<file path="config.mk">
export PLATFORM = sky130hd
export DESIGN_NAME = fc_desc_builder
export DESIGN_NICKNAME = d
export VERILOG_FILES = /design/src/rtl/fc_desc_builder.sv
export SDC_FILE = /design/constraint.sdc
export NUM_CORES = 1
export LEC_CHECK = 0
export ABC_AREA = 1
export BUFFER_PORTS_ARGS = -buffer_cell sky130_fd_sc_hd__clkbuf_2
export CORE_ASPECT_RATIO = 0.7
export CORE_MARGIN = 1.5
export CORE_UTILIZATION = 56
export DETAILED_ROUTE_END_ITERATION = 7
export HOLD_SLACK_MARGIN = 0.08
export PLACE_DENSITY_LB_ADDON = 0.15
export SYNTH_ARGS = -nofsm -noshare
export SYNTH_HDL_FRONTEND = slang
export SYNTH_SLANG_ARGS = --single-unit
</file>
<file path="constraint.sdc">
create_clock -name clk -period 15.4 [get_ports clk]
set_input_delay 3.08 -clock clk [delete_from_list [all_inputs] [get_ports clk]]
set_output_delay 3.08 -clock clk [all_outputs]
set_load 0.03 [all_outputs]
</file>
<file path="src/rtl/fc_desc_builder.sv">
module fc_desc_builder #(
  parameter int ROW_CAP = 65535,
  parameter int CNT_W   = 16
) (
  input  logic             clk,
  input  logic             rst_n,
  input  logic             req_valid,
  output logic             req_ready,
  input  logic             req_dir,
  input  logic [31:0]      req_mem_addr,
  input  logic [31:0]      req_dev_addr,
  input  logic [31:0]      req_len,
  input  logic [8:0]       req_burst,
  input  logic [3:0]       req_client,
  output logic             out_valid,
  input  logic             out_ready,
  output logic [31:0]      out_word,
  output logic             out_last,
  output logic             err,
  output logic [CNT_W-1:0] desc_count
);

  localparam logic [15:0] CAP = 16'(ROW_CAP);

  logic             running;
  logic             dir_q;
  logic [31:0]      mem_q, dev_q, rem_q;
  logic [8:0]       burst_q;
  logic [3:0]       client_q;
  logic [2:0]       widx;
  logic [CNT_W-1:0] cnt_q;
  logic             err_q;

  function automatic logic burst_ok(input logic [8:0] b);
    case (b)
      9'd16, 9'd32, 9'd64, 9'd128, 9'd192, 9'd256: burst_ok = 1'b1;
      default:                                      burst_ok = 1'b0;
    endcase
  endfunction

  logic [31:0] rows_full;
  always_comb begin
    case (burst_q)
      9'd16:   rows_full = rem_q >> 4;
      9'd32:   rows_full = rem_q >> 5;
      9'd64:   rows_full = rem_q >> 6;
      9'd128:  rows_full = rem_q >> 7;
      9'd192:  rows_full = (rem_q >> 6) / 32'd3;
      default: rows_full = rem_q >> 8;
    endcase
  end

  logic        is_box, box_last, last_desc;
  logic [15:0] rows;
  logic [31:0] step, src, dst, cmd, bw;
  logic [2:0]  last_idx;

  assign is_box    = rem_q >= {23'b0, burst_q};
  assign rows      = (rows_full > {16'b0, CAP}) ? CAP : rows_full[15:0];
  assign step      = {16'b0, rows} * {23'b0, burst_q};
  assign box_last  = is_box && (rem_q == step);
  assign last_desc = !is_box || box_last;
  assign last_idx  = is_box ? 3'd5 : 3'd3;
  assign bw        = {23'b0, burst_q};
  assign src       = dir_q ? mem_q : dev_q;
  assign dst       = dir_q ? dev_q : mem_q;
  assign cmd       = {last_desc, 20'b0,
                      dir_q ? client_q : 4'b0,
                      dir_q ? 4'b0 : client_q,
                      is_box ? 3'd3 : 3'd0};

  always_comb begin
    case (widx)
      3'd0:    out_word = cmd;
      3'd1:    out_word = src;
      3'd2:    out_word = dst;
      3'd3:    out_word = is_box ? ((bw << 16) | bw) : rem_q;
      3'd4:    out_word = {rows, rows};
      default: out_word = dir_q ? (bw << 16) : bw;
    endcase
  end

  assign req_ready  = !running;
  assign out_valid  = running;
  assign out_last   = running && last_desc && (widx == last_idx);
  assign err        = err_q;
  assign desc_count = cnt_q;

  always_ff @(posedge clk) begin
    if (!rst_n) begin
      running  <= 1'b0;
      dir_q    <= 1'b0;
      mem_q    <= '0;
      dev_q    <= '0;
      rem_q    <= '0;
      burst_q  <= 9'd16;
      client_q <= '0;
      widx     <= '0;
      cnt_q    <= '0;
      err_q    <= 1'b0;
    end else begin
      err_q <= 1'b0;
      if (!running) begin
        if (req_valid) begin
          cnt_q <= '0;
          widx  <= '0;
          if (burst_ok(req_burst) && req_len != 0) begin
            running  <= 1'b1;
            dir_q    <= req_dir;
            mem_q    <= req_mem_addr;
            dev_q    <= req_dev_addr;
            rem_q    <= req_len;
            burst_q  <= req_burst;
            client_q <= req_client;
          end else begin
            err_q <= 1'b1;
          end
        end
      end else if (out_ready) begin
        if (widx == last_idx) begin
          widx  <= '0;
          cnt_q <= cnt_q + 1'b1;
          if (last_desc) running <= 1'b0;
          else begin
            rem_q <= rem_q - step;
            mem_q <= mem_q + step;
          end
        end else begin
          widx <= widx + 3'd1;
        end
      end
    end
  end

endmodule


</file>
* Yosys cells after proc, flatten, opt, wreduce, memory -nomap -nowiden *
Index checks and enable logic that the tools add are counted.

storage, ports and cells
  register bits = 131
  input bits = 114
  word-level logic and storage cells = 101

cells by class
  add/subtract/negate cells = 4
  $mul = 1
  divide/modulo/power cells = 1
  order comparisons = 2
  equal/unequal tests = 20
  mux-type cells = 42
  bitwise logic cells = 4
  reductions and logical operators = 17

operators by type and width
  kind                     count
  $mux W32                 15
  $pmux W32 S5             2
  $mux W16                 5
  $eq A9 B8 Y1 const B     4
  $add A32 B25 Y32         1
  $div A26 B2 Y32 const B  1
  $eq A32 B25 Y1           1
  $ge A32 B9 Y1            1
  $gt A32 B16 Y1 const B   1
  $reduce_bool A32 Y1      1
  $sub A32 B25 Y32         1
  $mul A16 B9 Y25          1
  $mux W25                 1
  $or A25 B9 Y25           1
  $eq A9 B5 Y1 const B     2
  $eq A9 B6 Y1 const B     2
  $eq A9 B7 Y1 const B     2
  $add A16 B1 Y16 const B  1
  $mux W3                  5
  $mux W1                  11
  $eq A9 B9 Y1 const B     1
  $mux W4                  2
  $eq A3 B2 Y1 const B     2
  $reduce_and A3 Y1        2
  17 further kinds         25

* Logic depth before layout (Yosys ltp) *
Gate-level depths: netlist of the first run.

  depth in word-level cells = 12
  gate-level depth with buffers = 113
  mapped depth without buffers = 113

* Least setup slack after synthesis of the first run *
No wires, ideal clock.

  kind = register to output
  start = register rem_q[29]
  end = output out_word[31]
  arrival time = 12,119 ps
  data required time = 12,320 ps
  path slack = 201 ps
  cell stages (with the launch flop) = 103
  buffers on the path = 1
  path through = dfxtp_1 > buf_2 > nand3_1 > nand2_1 > nand2_1 > nand2_1 > a21oi_1 > nor2_1 > o21ai_2 > nand2_1 > inv_1 > nor2_2 > nand2_1 > nand2_1 > o21ai_1 > nand2_1 > inv_1 > o21bai_2 > (+67 left out) > nand3_1 > nand2_1 > a21oi_1 > o21bai_1 > a21oi_1 > o21bai_1 > nand2_1 > inv_1 > nor2_1 > o21bai_1 > xor2_1 > ha_1 > inv_1 > nor2_1 > nand3_1 > o41ai_1 > nand2_1 > o2111ai_1

on the way
  word-level cells in the longest chain between the ends = 9
  elaborated cells on any way between the ends = 12
  those cells by class = mul: 1; div: 1; order compare: 2; eq/ne: 1; mux: 4; reduce/logical: 3

ends and longest elaborated chain
  item                    line  RTL
  from (decl)             27    logic [31:0] mem_q, dev_q, rem_q;
  from (signal assigned)  112   rem_q <= req_len;
  from (signal assigned)  125   rem_q <= rem_q - step;
  $div A26 B2 Y32         48    9'd192: rows_full = (rem_q >> 6) / 32'd3;
  $pmux W32 S5            43    case (burst_q)
  $gt A32 B16 Y1          59    assign rows = (rows_full > {16'b0, CAP}) ? CAP : rows_full[15:0];
  $mux W16                59
  $mul A16 B9 Y25         60    assign step = {16'b0, rows} * {23'b0, burst_q};
  $eq A32 B25 Y1          61    assign box_last = is_box && (rem_q == step);
  $logic_and A1 B1 Y1     61
  $logic_or A1 B1 Y1      62    assign last_desc = !is_box || box_last;
  $pmux W32 S5 *          73    case (widx)
  to (decl)               17    output logic [31:0] out_word,

Mark *: on every way between the ends. The rest lies on a longest branch, timed or not.

* Final worst setup path of the first run *
  start = register rem_q[31]
  end = output out_last

on the way
  word-level cells in the longest chain between the ends = 10
  elaborated cells on any way between the ends = 14
  those cells by class = mul: 1; div: 1; order compare: 2; eq/ne: 2; mux: 3; reduce/logical: 5

ends and longest elaborated chain
  item                   line  RTL
  $div A26 B2 Y32        48
  $pmux W32 S5           43
  $gt A32 B16 Y1         59
  $mux W16               59
  $mul A16 B9 Y25        60
  $eq A32 B25 Y1         61
  $logic_and A1 B1 Y1    61
  $logic_or A1 B1 Y1     62
  $logic_and A1 B1 Y1    85    assign out_last = running && last_desc && (widx == last_idx);
  $logic_and A1 B1 Y1 *  85
  to (decl)              18    output logic out_last,

Marked as above.

==> summary.md, run 1 <==
| Metric | Value |
|---|---|
| Dominant cell type by count on the critical path | sky130_fd_sc_hd__nand2_2 |
| Synth top area cells | sky130_fd_sc_hd__dfxtp_1, sky130_fd_sc_hd__fa_1, sky130_fd_sc_hd__ha_1, sky130_fd_sc_hd__nand2_1, sky130_fd_sc_hd__o21ai_0 |
| Result of the run | finished, violations left |
| Worst path max stage delay | 0.53 ns |
| Number of buffers inserted during clock tree synthesis | 17 |
| Total number of clock tree sinks | 131 |
| Netlist area before placement | 15,440 sq um |
| Post-detailed-route wirelength per cell | 20.72 um |
| Final Worst Setup Slack | -1.735 ns |
| Number of setup violations in the final report | 2 |
| Worst min path class | flop to flop |
| Cell taking the most area after synthesis | sky130_fd_sc_hd__dfxtp_1 |
| FF+latch area | 2636 sq um |
| Max Slew Vio Count | 0 |
| Critical Path Start | rem_q[31]$_SDFFE_PN0P_ |
| Horizontal die dimension | 201.5 um |
| Post-synthesis net count | 2,652 |
| Beginning of the worst register-to-register path | rem_q[31]$_SDFFE_PN0P_ |
| Clock tree from TritonCTS | built |
| Share of the synthesized area in the top cell type | 16.99% |
| Post-Layout Inst Area | 19,180 sq um |
| Number of top-level pins | 166 |
| Post-route antenna net violation count | 0 |
| Dominant synthesized flop cell | sky130_fd_sc_hd__dfxtp_1 |
| CTS H-tree lvls | 4 |
| Area post-placement | 17,280 sq um |
| Clock transition at the registers of the reported paths | 0.07 ns |
| Data required time of the worst path | 12.32 ns |
| Combined area of the multi-input logic cells | 11,980 sq um |
| Hold Buf Count CTS | 0 |
| Final HPWL DP | 44,830 um |
| CTS root buffer | sky130_fd_sc_hd__clkbuf_16 |
| Effective utilization at floorplan | 57.39% |
| Core Area | 26,900 sq um |
| 1st-pass router iterations | 7 |
| Number of antenna violations at the first check in global routing | 1 |
| Diodes inserted | 0 |
| Longest Clk Path Bufs | 2 |
| Final setup TNS | -3.463 ns |
| RD Place Congestion | 1.039 |
| Crit-path slowest cell | sky130_fd_sc_hd__fa_1 |
| Proportion of register bits with asynchronous set or reset after synthesis | 0% |
| Number of hold-slack violations in the final timing report | 0 |
| Worst slack, placed | -1.305 ns |
| Pleak | 8.996 nW |
| Number of buffers added on ports | 165 |
| Maximum VDD drop | 79.24 uV |
| Number of remaining DRC errors | 0 |
| Area delta synth->final | 24.21% |
| Ratio of final minimum period to clock period | 111.3% |
| Setup Crit Path Kind | flop to output port |
| Global-route wire length before repair | 90,960 um |
| Die area | 28,590 sq um |
| Part of the Yosys area used for sequential elements | 16.99% |
| Count of yosys warnings during synthesis | 0 |
| Worst clock skew | 0.01883 ns |
| Clock latency at the later pin of the worst-skew pair | 0.46 ns |
| Fillers | 2,247 |
| Biggest fanout along the worst timing path | 4 |
| Per-cell via count in the routed design | 6.124 |
| Pin count of the biggest net entering global routing | 79 |
| Setup crit end kind | output port |
| Global routing usage summed across all routing layers | 41.20% |
| Post-Synthesis Cells | 2,326 |
| Routed vias | 18,050 |
| Arrival time at the worst endpoint | 14.05 ns |
| Total number of placement rows | 50 |
| Share of layout cells above drive strength 1 | 22.80% |
| Minimum period implied by the final worst setup slack | 17.13 ns |
| Slew margin rel. | 24.58% |
| Unrepaired setup endpoints after global routing | yes |
| Finished Core Util | 71.28% |
| Total grt overflow | 0 |
| Vias in the first global route | 16,480 |
| Drt total wl | 61,060 um |
| Pwr per Cell Area | 119.4 nW/um^2 |
| Net count reported at finish | 2,896 |
| Dominant cell by count in the synthesized netlist | sky130_fd_sc_hd__nand2_1 |
| DRT iter0 DRCs | 2,353 |
| Flip-flop and latch count after synthesis | 131 |
| Post-synth EDFFs | 0 |
| Synthesized area per cell | 6.637 sq um |
| Violated checks | negative setup slack |
| Distinct cell type count after synthesis | 55 |
| Number of max-capacitance violations reported | 0 |
| Maximum clock frequency | 58.36 MHz |
| Worst-case hold slack | 0.4689 ns |
| Kind of launch point of the worst setup path | flop |
| Synth top cells by count | sky130_fd_sc_hd__nand2_1, sky130_fd_sc_hd__inv_1, sky130_fd_sc_hd__o21ai_0, sky130_fd_sc_hd__a21oi_1, sky130_fd_sc_hd__nor2_1 |
| Pin slew with the least headroom to its limit | 1.121 ns |
| Chip Height | 141.9 um |
| Source of the worst hold timing path | dev_q[16]$_SDFFE_PN0P_ |
## kinds of logic after synthesis
| group | after synthesis | synth area share (%) |
|---|---|---|
| simple gates | 770 | 21.06 |
| compound gates | 700 | 25.80 |
| buf+inv | 466 | 11.39 |
| fa+ha+maj | 212 | 22.09 |
| flops | 131 | 16.99 |
| xor+xnor | 47 | 2.666 |
## stage by stage
stage / std cells / power (mW)
final: 2947 / 2.289
after global routing: 2947 / 2.415
after CTS: 2924 / 2.043
after detailed placement: 2876 / 1.539
after global placement: 2876 / 1.505
after floorplan: 2326 / 1.126
## flip-flops by register name, summed over array words and instances, names as in the netlist
| signal | cells |
|---|---|
| desc_count | 16 |
| out_valid | 1 |
| mem_q | 32 |
| client_q | 4 |
| err | 1 |
| dir_q | 1 |
| burst_q | 9 |
| widx | 3 |
| rem_q | 32 |
| dev_q | 32 |
## what timing repair did
| item | CTS | global route |
|---|---|---|
| cloned | 0 | 0 |
| pin swaps | 32 | 117 |
| resized for setup | 83 | 160 |
| setup endpoints to repair | 2 | 66 |
| buffers inserted | 16 | 23 |
## final timing paths
kind,end,slack (ns),cells after the start
setup / recovery,out_last,-1.73,102
hold / removal,dev_q[16]$_SDFFE_PN0P_,0.47,2
setup reg to reg,mem_q[9]$_SDFFE_PN0P_,0.48,108
hold reg to reg,dev_q[16]$_SDFFE_PN0P_,0.47,2
## per-layer routing
layer / track usage [%] / up-vias / share of wire (%)
met5: 0 / - / 0
met4: 12.41 / 0 / 3.3
met3: 14.24 / 185 / 14
met2: 60.64 / 1177 / 42
met1: 56.75 / 8424 / 41
li1: - / 8261 / -
## critical path, delay by kind of cell, from the launching register on
kind	cells	cell delay, ns
buf+inv	15	1.25
xor+xnor	1	0.25
simple gates	58	5.71
flops	1	0.36
fa+ha+maj	7	2.66
compound gates	21	3.38
## area by class of cell
type | count | area share (%)
well taps | 364 | 2.375
multi-input cells | 1729 | 62.45
inverters | 359 | 7.112
flip-flops and latches | 131 | 13.75
clock buffers | 17 | 2.218
clock inverters | 15 | 0.9853
repair buffers | 332 | 11.11
## power breakdown
group | switching [mW] | total (mW) | internal, mW
Combinational | 0.927 | 1.45 | 0.525
Clock | 0.194 | 0.441 | 0.246
Sequential | 0.0405 | 0.396 | 0.356
Total | 1.16 | 2.29 | 1.13
## placed cells by master, fill, tap and decap left out, types with 52 or more instances in the layout
cell | Yosys | final
sky130_fd_sc_hd__clkbuf_2 | 0 | 163
sky130_fd_sc_hd__buf_4 | 1 | 161
sky130_fd_sc_hd__nand2_1 | 358 | 298
sky130_fd_sc_hd__dfxtp_1 | 131 | 126
sky130_fd_sc_hd__ha_1 | 111 | 103
sky130_fd_sc_hd__o21ai_0 | 257 | 251
sky130_fd_sc_hd__inv_1 | 340 | 323
sky130_fd_sc_hd__a21oi_1 | 256 | 241
sky130_fd_sc_hd__fa_1 | 101 | 96
sky130_fd_sc_hd__nand2_2 | 13 | 52
sky130_fd_sc_hd__nand3_1 | 74 | 54
sky130_fd_sc_hd__nor2_1 | 236 | 224
Note: power is estimated with default switching activity, not from simulation.
==> run 2, diff against run 1 <==
--- a/config.mk
+++ b/config.mk
@@ -13,6 +13,7 @@
 export DETAILED_ROUTE_END_ITERATION = 7
 export HOLD_SLACK_MARGIN = 0.08
 export PLACE_DENSITY_LB_ADDON = 0.15
+export SKIP_CTS_REPAIR_TIMING = 1
 export SYNTH_ARGS = -nofsm -noshare
 export SYNTH_HDL_FRONTEND = slang
 export SYNTH_SLANG_ARGS = --single-unit
==> run 2 against run 1 <==
The run ends with design-rule violations, negative setup slack left. Clock skew hardly changed. Sequential share of layout area is 0.29 points higher. Sequential power hardly changed. Critical path depth is 2 lower. Routed wire length is 1.8% lower. Via count is 0.26% lower. Largest cell class unchanged.
==> summary.md, run 2 (synthesis gave the netlist of run 1 again) <==
| Metric | Value |
|---|---|
| Clk network pwr share | 20.1% (+0.8 points) |
| Commonest cells after routing, fill and taps aside | sky130_fd_sc_hd__inv_1, sky130_fd_sc_hd__nand2_1, sky130_fd_sc_hd__o21ai_0 |
| Pin count of the biggest net entering global routing | 79 (unchanged) |
| Setup crit end kind | output port |
| Count of placed standard cells including taps | 2,876 (unchanged) |
| Post-Layout Cell Count | 2,934 (-0.44%) |
| Longest Clk Path Bufs | 2 (unchanged) |
| Data required time of the worst path | 12.32 ns (about the same) |
| Switching Share | 50.74% (about the same) |
| Final setup TNS | -3.114 ns (+0.3489 ns) |
| Pwr per Cell Area | 117.2 nW/um^2 (-1.8%) |
| Pleak | 8.889 nW (-1.2%) |
| Number of top-level pins | 166 (unchanged) |
| Worst path max stage delay | 0.53 ns (about the same) |
| Number of hold-slack violations in the final timing report | 0 (unchanged) |
| DRT iter0 DRCs | 2,314 (-1.7%) |
| Dominant cell type by count on the critical path | sky130_fd_sc_hd__nand2_2 |
| Instance count along the most critical hold path | 2 (unchanged) |
| Global routing usage summed across all routing layers | 40.39% (-0.81 points) |
| Worst clock skew | 0.01839 ns (-0.0004335 ns) |
| Area delta synth->final | 21.57% |
| Clock latency at the later pin of the worst-skew pair | 0.46 ns (about the same) |
| Drt total wl | 59,990 um (-1.8%) |
| Ratio of final minimum period to clock period | 110.1% (-1.1 points) |
| Arrival time at the worst endpoint | 13.88 ns (-0.17 ns) |
| Leading cell type in the layout, fill and taps excluded | sky130_fd_sc_hd__inv_1 |
| Path depth of the worst reg2reg path | 104 (-3.7%) |
| RD Place Congestion | 1.039 (unchanged) |
| Finished Core Util | 69.77% (-1.5 points) |
| Biggest fanout along the worst timing path | 4 (unchanged) |
| Net count reported at finish | 2,883 (-0.45%) |
| CTS root buffer | sky130_fd_sc_hd__clkbuf_16 |
| Switching pwr | 1.117 mW (-3.9%) |
| Area post-placement | 17,280 sq um (unchanged) |
| Max Slew Vio Count | 0 (unchanged) |
| Horizontal die dimension | 201.5 um (unchanged) |
| Maximum VDD drop | 100.1 uV (+26%) |
| Overall power consumption | 2.200 mW (-3.9%) |
| Number of antenna violations at the first check in global routing | 1 (unchanged) |
| Result of the run | finished, violations left |
| Post-Layout Inst Area | 18,770 sq um (-2.1%) |
| Minimum period implied by the final worst setup slack | 16.96 ns (-0.1722 ns) |
| Post-route antenna net violation count | 0 (unchanged) |
| Chip Height | 141.9 um (unchanged) |
| Total number of clock tree sinks | 131 (unchanged) |
| Die area | 28,590 sq um (unchanged) |
| Diodes inserted | 0 (unchanged) |
| Post-detailed-route wirelength per cell | 20.45 um (-1.3%) |
| Worst-case hold slack | 0.4702 ns (+0.001327 ns) |
| Clock transition at the registers of the reported paths | 0.07 ns (about the same) |
| 1st-pass router iterations | 8 (+1) |
| Vias in the first global route | 16,080 (-2.4%) |
| Final HPWL DP | 44,830 um (unchanged) |
| Largest registers | dev_q (32), mem_q (32), rem_q (32) |
| Share of layout cells above drive strength 1 | 21.52% (-1.3 points) |
| Maximum clock frequency | 58.95 MHz (+1.0%) |
| Setup Crit Path Kind | flop to output port |
| Worst R2R Setup Slack | 0.60 ns (+0.12 ns) |
| Core Area | 26,900 sq um (unchanged) |
| Per-cell via count in the routed design | 6.135 (+0.18%) |
| Number of setup violations in the final report | 2 (unchanged) |
| Worst min path class | flop to flop |
| Global-route wire length before repair | 89,130 um (-2.0%) |
| Worst slack, placed | -1.305 ns (unchanged) |
| Kind of launch point of the worst setup path | flop |
| Total grt overflow | 0 (unchanged) |
| Violated checks | design-rule violations, negative setup slack |
| Seq pwr share | 17.9% (+0.6 points) |
| Number of buffers added on ports | 165 (unchanged) |
| Fillers | 2,304 (+2.5%) |
| Clock tree from TritonCTS | built |
| P_int | 1.084 mW (-3.8%) |
| Routed vias | 18,000 (-0.26%) |
| CTS H-tree lvls | 4 (unchanged) |
| Number of remaining DRC errors | 2 (+2) |
| Total number of placement rows | 50 (unchanged) |
| Number of max-capacitance violations reported | 0 (unchanged) |
| Crit-path slowest cell | sky130_fd_sc_hd__fa_1 |
| Final Worst Setup Slack | -1.563 ns (+0.1722 ns) |
| Slew margin rel. | 22.02% (-2.6 points) |
| Effective utilization at floorplan | 57.39% (unchanged) |
| Number of buffers inserted during clock tree synthesis | 17 (unchanged) |
| Unrepaired setup endpoints after global routing | yes |
| Proportion of power drawn by combinational gates | 61.9% (-1.5 points) |
| Pin slew with the least headroom to its limit | 1.159 ns (+0.03798 ns) |
==> run 2: cell type report <==
class / instances / area, sq um / area share [%]
clock buffer: 17 / 425.4 / 2.267
clock inverter: 15 / 188.9 / 1.007
inverter: 359 / 1360 / 7.247
multi-input combinational: 1729 / 11700 / 62.33
sequential: 131 / 2634 / 14.03
tap: 364 / 455.4 / 2.427
timing repair buffer: 319 / 2006 / 10.69
==> run 2: routing by layer <==
layer / GRT usage, % / share of wire, % / wire [um] / vias up
li1: - / - / - / 8235
met1: 57.08 / 41 / 24760 / 8398
met2: 58.60 / 41 / 24810 / 1207
met3: 13.00 / 15 / 8728 / 160
met4: 11.70 / 2.8 / 1686 / 0
met5: 0 / 0 / 0 / -
==> run 2: power groups by stage <==
stage / Combinational [mW] / Clock (mW) / Sequential (mW)
2_1_floorplan: 0.746 / 0 / 0.380
3_3_place_gp: 1.11 / 0 / 0.396
3_5_place_dp: 1.14 / 0 / 0.397
4_1_cts: 1.15 / 0.443 / 0.389
5_1_grt: 1.47 / 0.458 / 0.395
6_report: 1.36 / 0.443 / 0.395
==> run 2: path summary, 6_finish.rpt <==
| kind | to | startpoint |
|---|---|---|
| worst max register to register | rem_q[5]$_SDFFE_PN0P_ | rem_q[31]$_SDFFE_PN0P_ |
| worst min register to register | dev_q[11]$_SDFFE_PN0P_ | dev_q[11]$_SDFFE_PN0P_ |
| worst min-delay path | dev_q[11]$_SDFFE_PN0P_ | dev_q[11]$_SDFFE_PN0P_ |
| worst max-delay path | out_last | rem_q[31]$_SDFFE_PN0P_ |
==> run 2: worst max-delay path: cells and delay by family (launching register included) <==
family,cells,cell delay (ns)
simple gates,53,4.98
fa+ha+maj,7,2.67
buf+inv,15,1.37
flops,1,0.38
compound gates,25,3.94
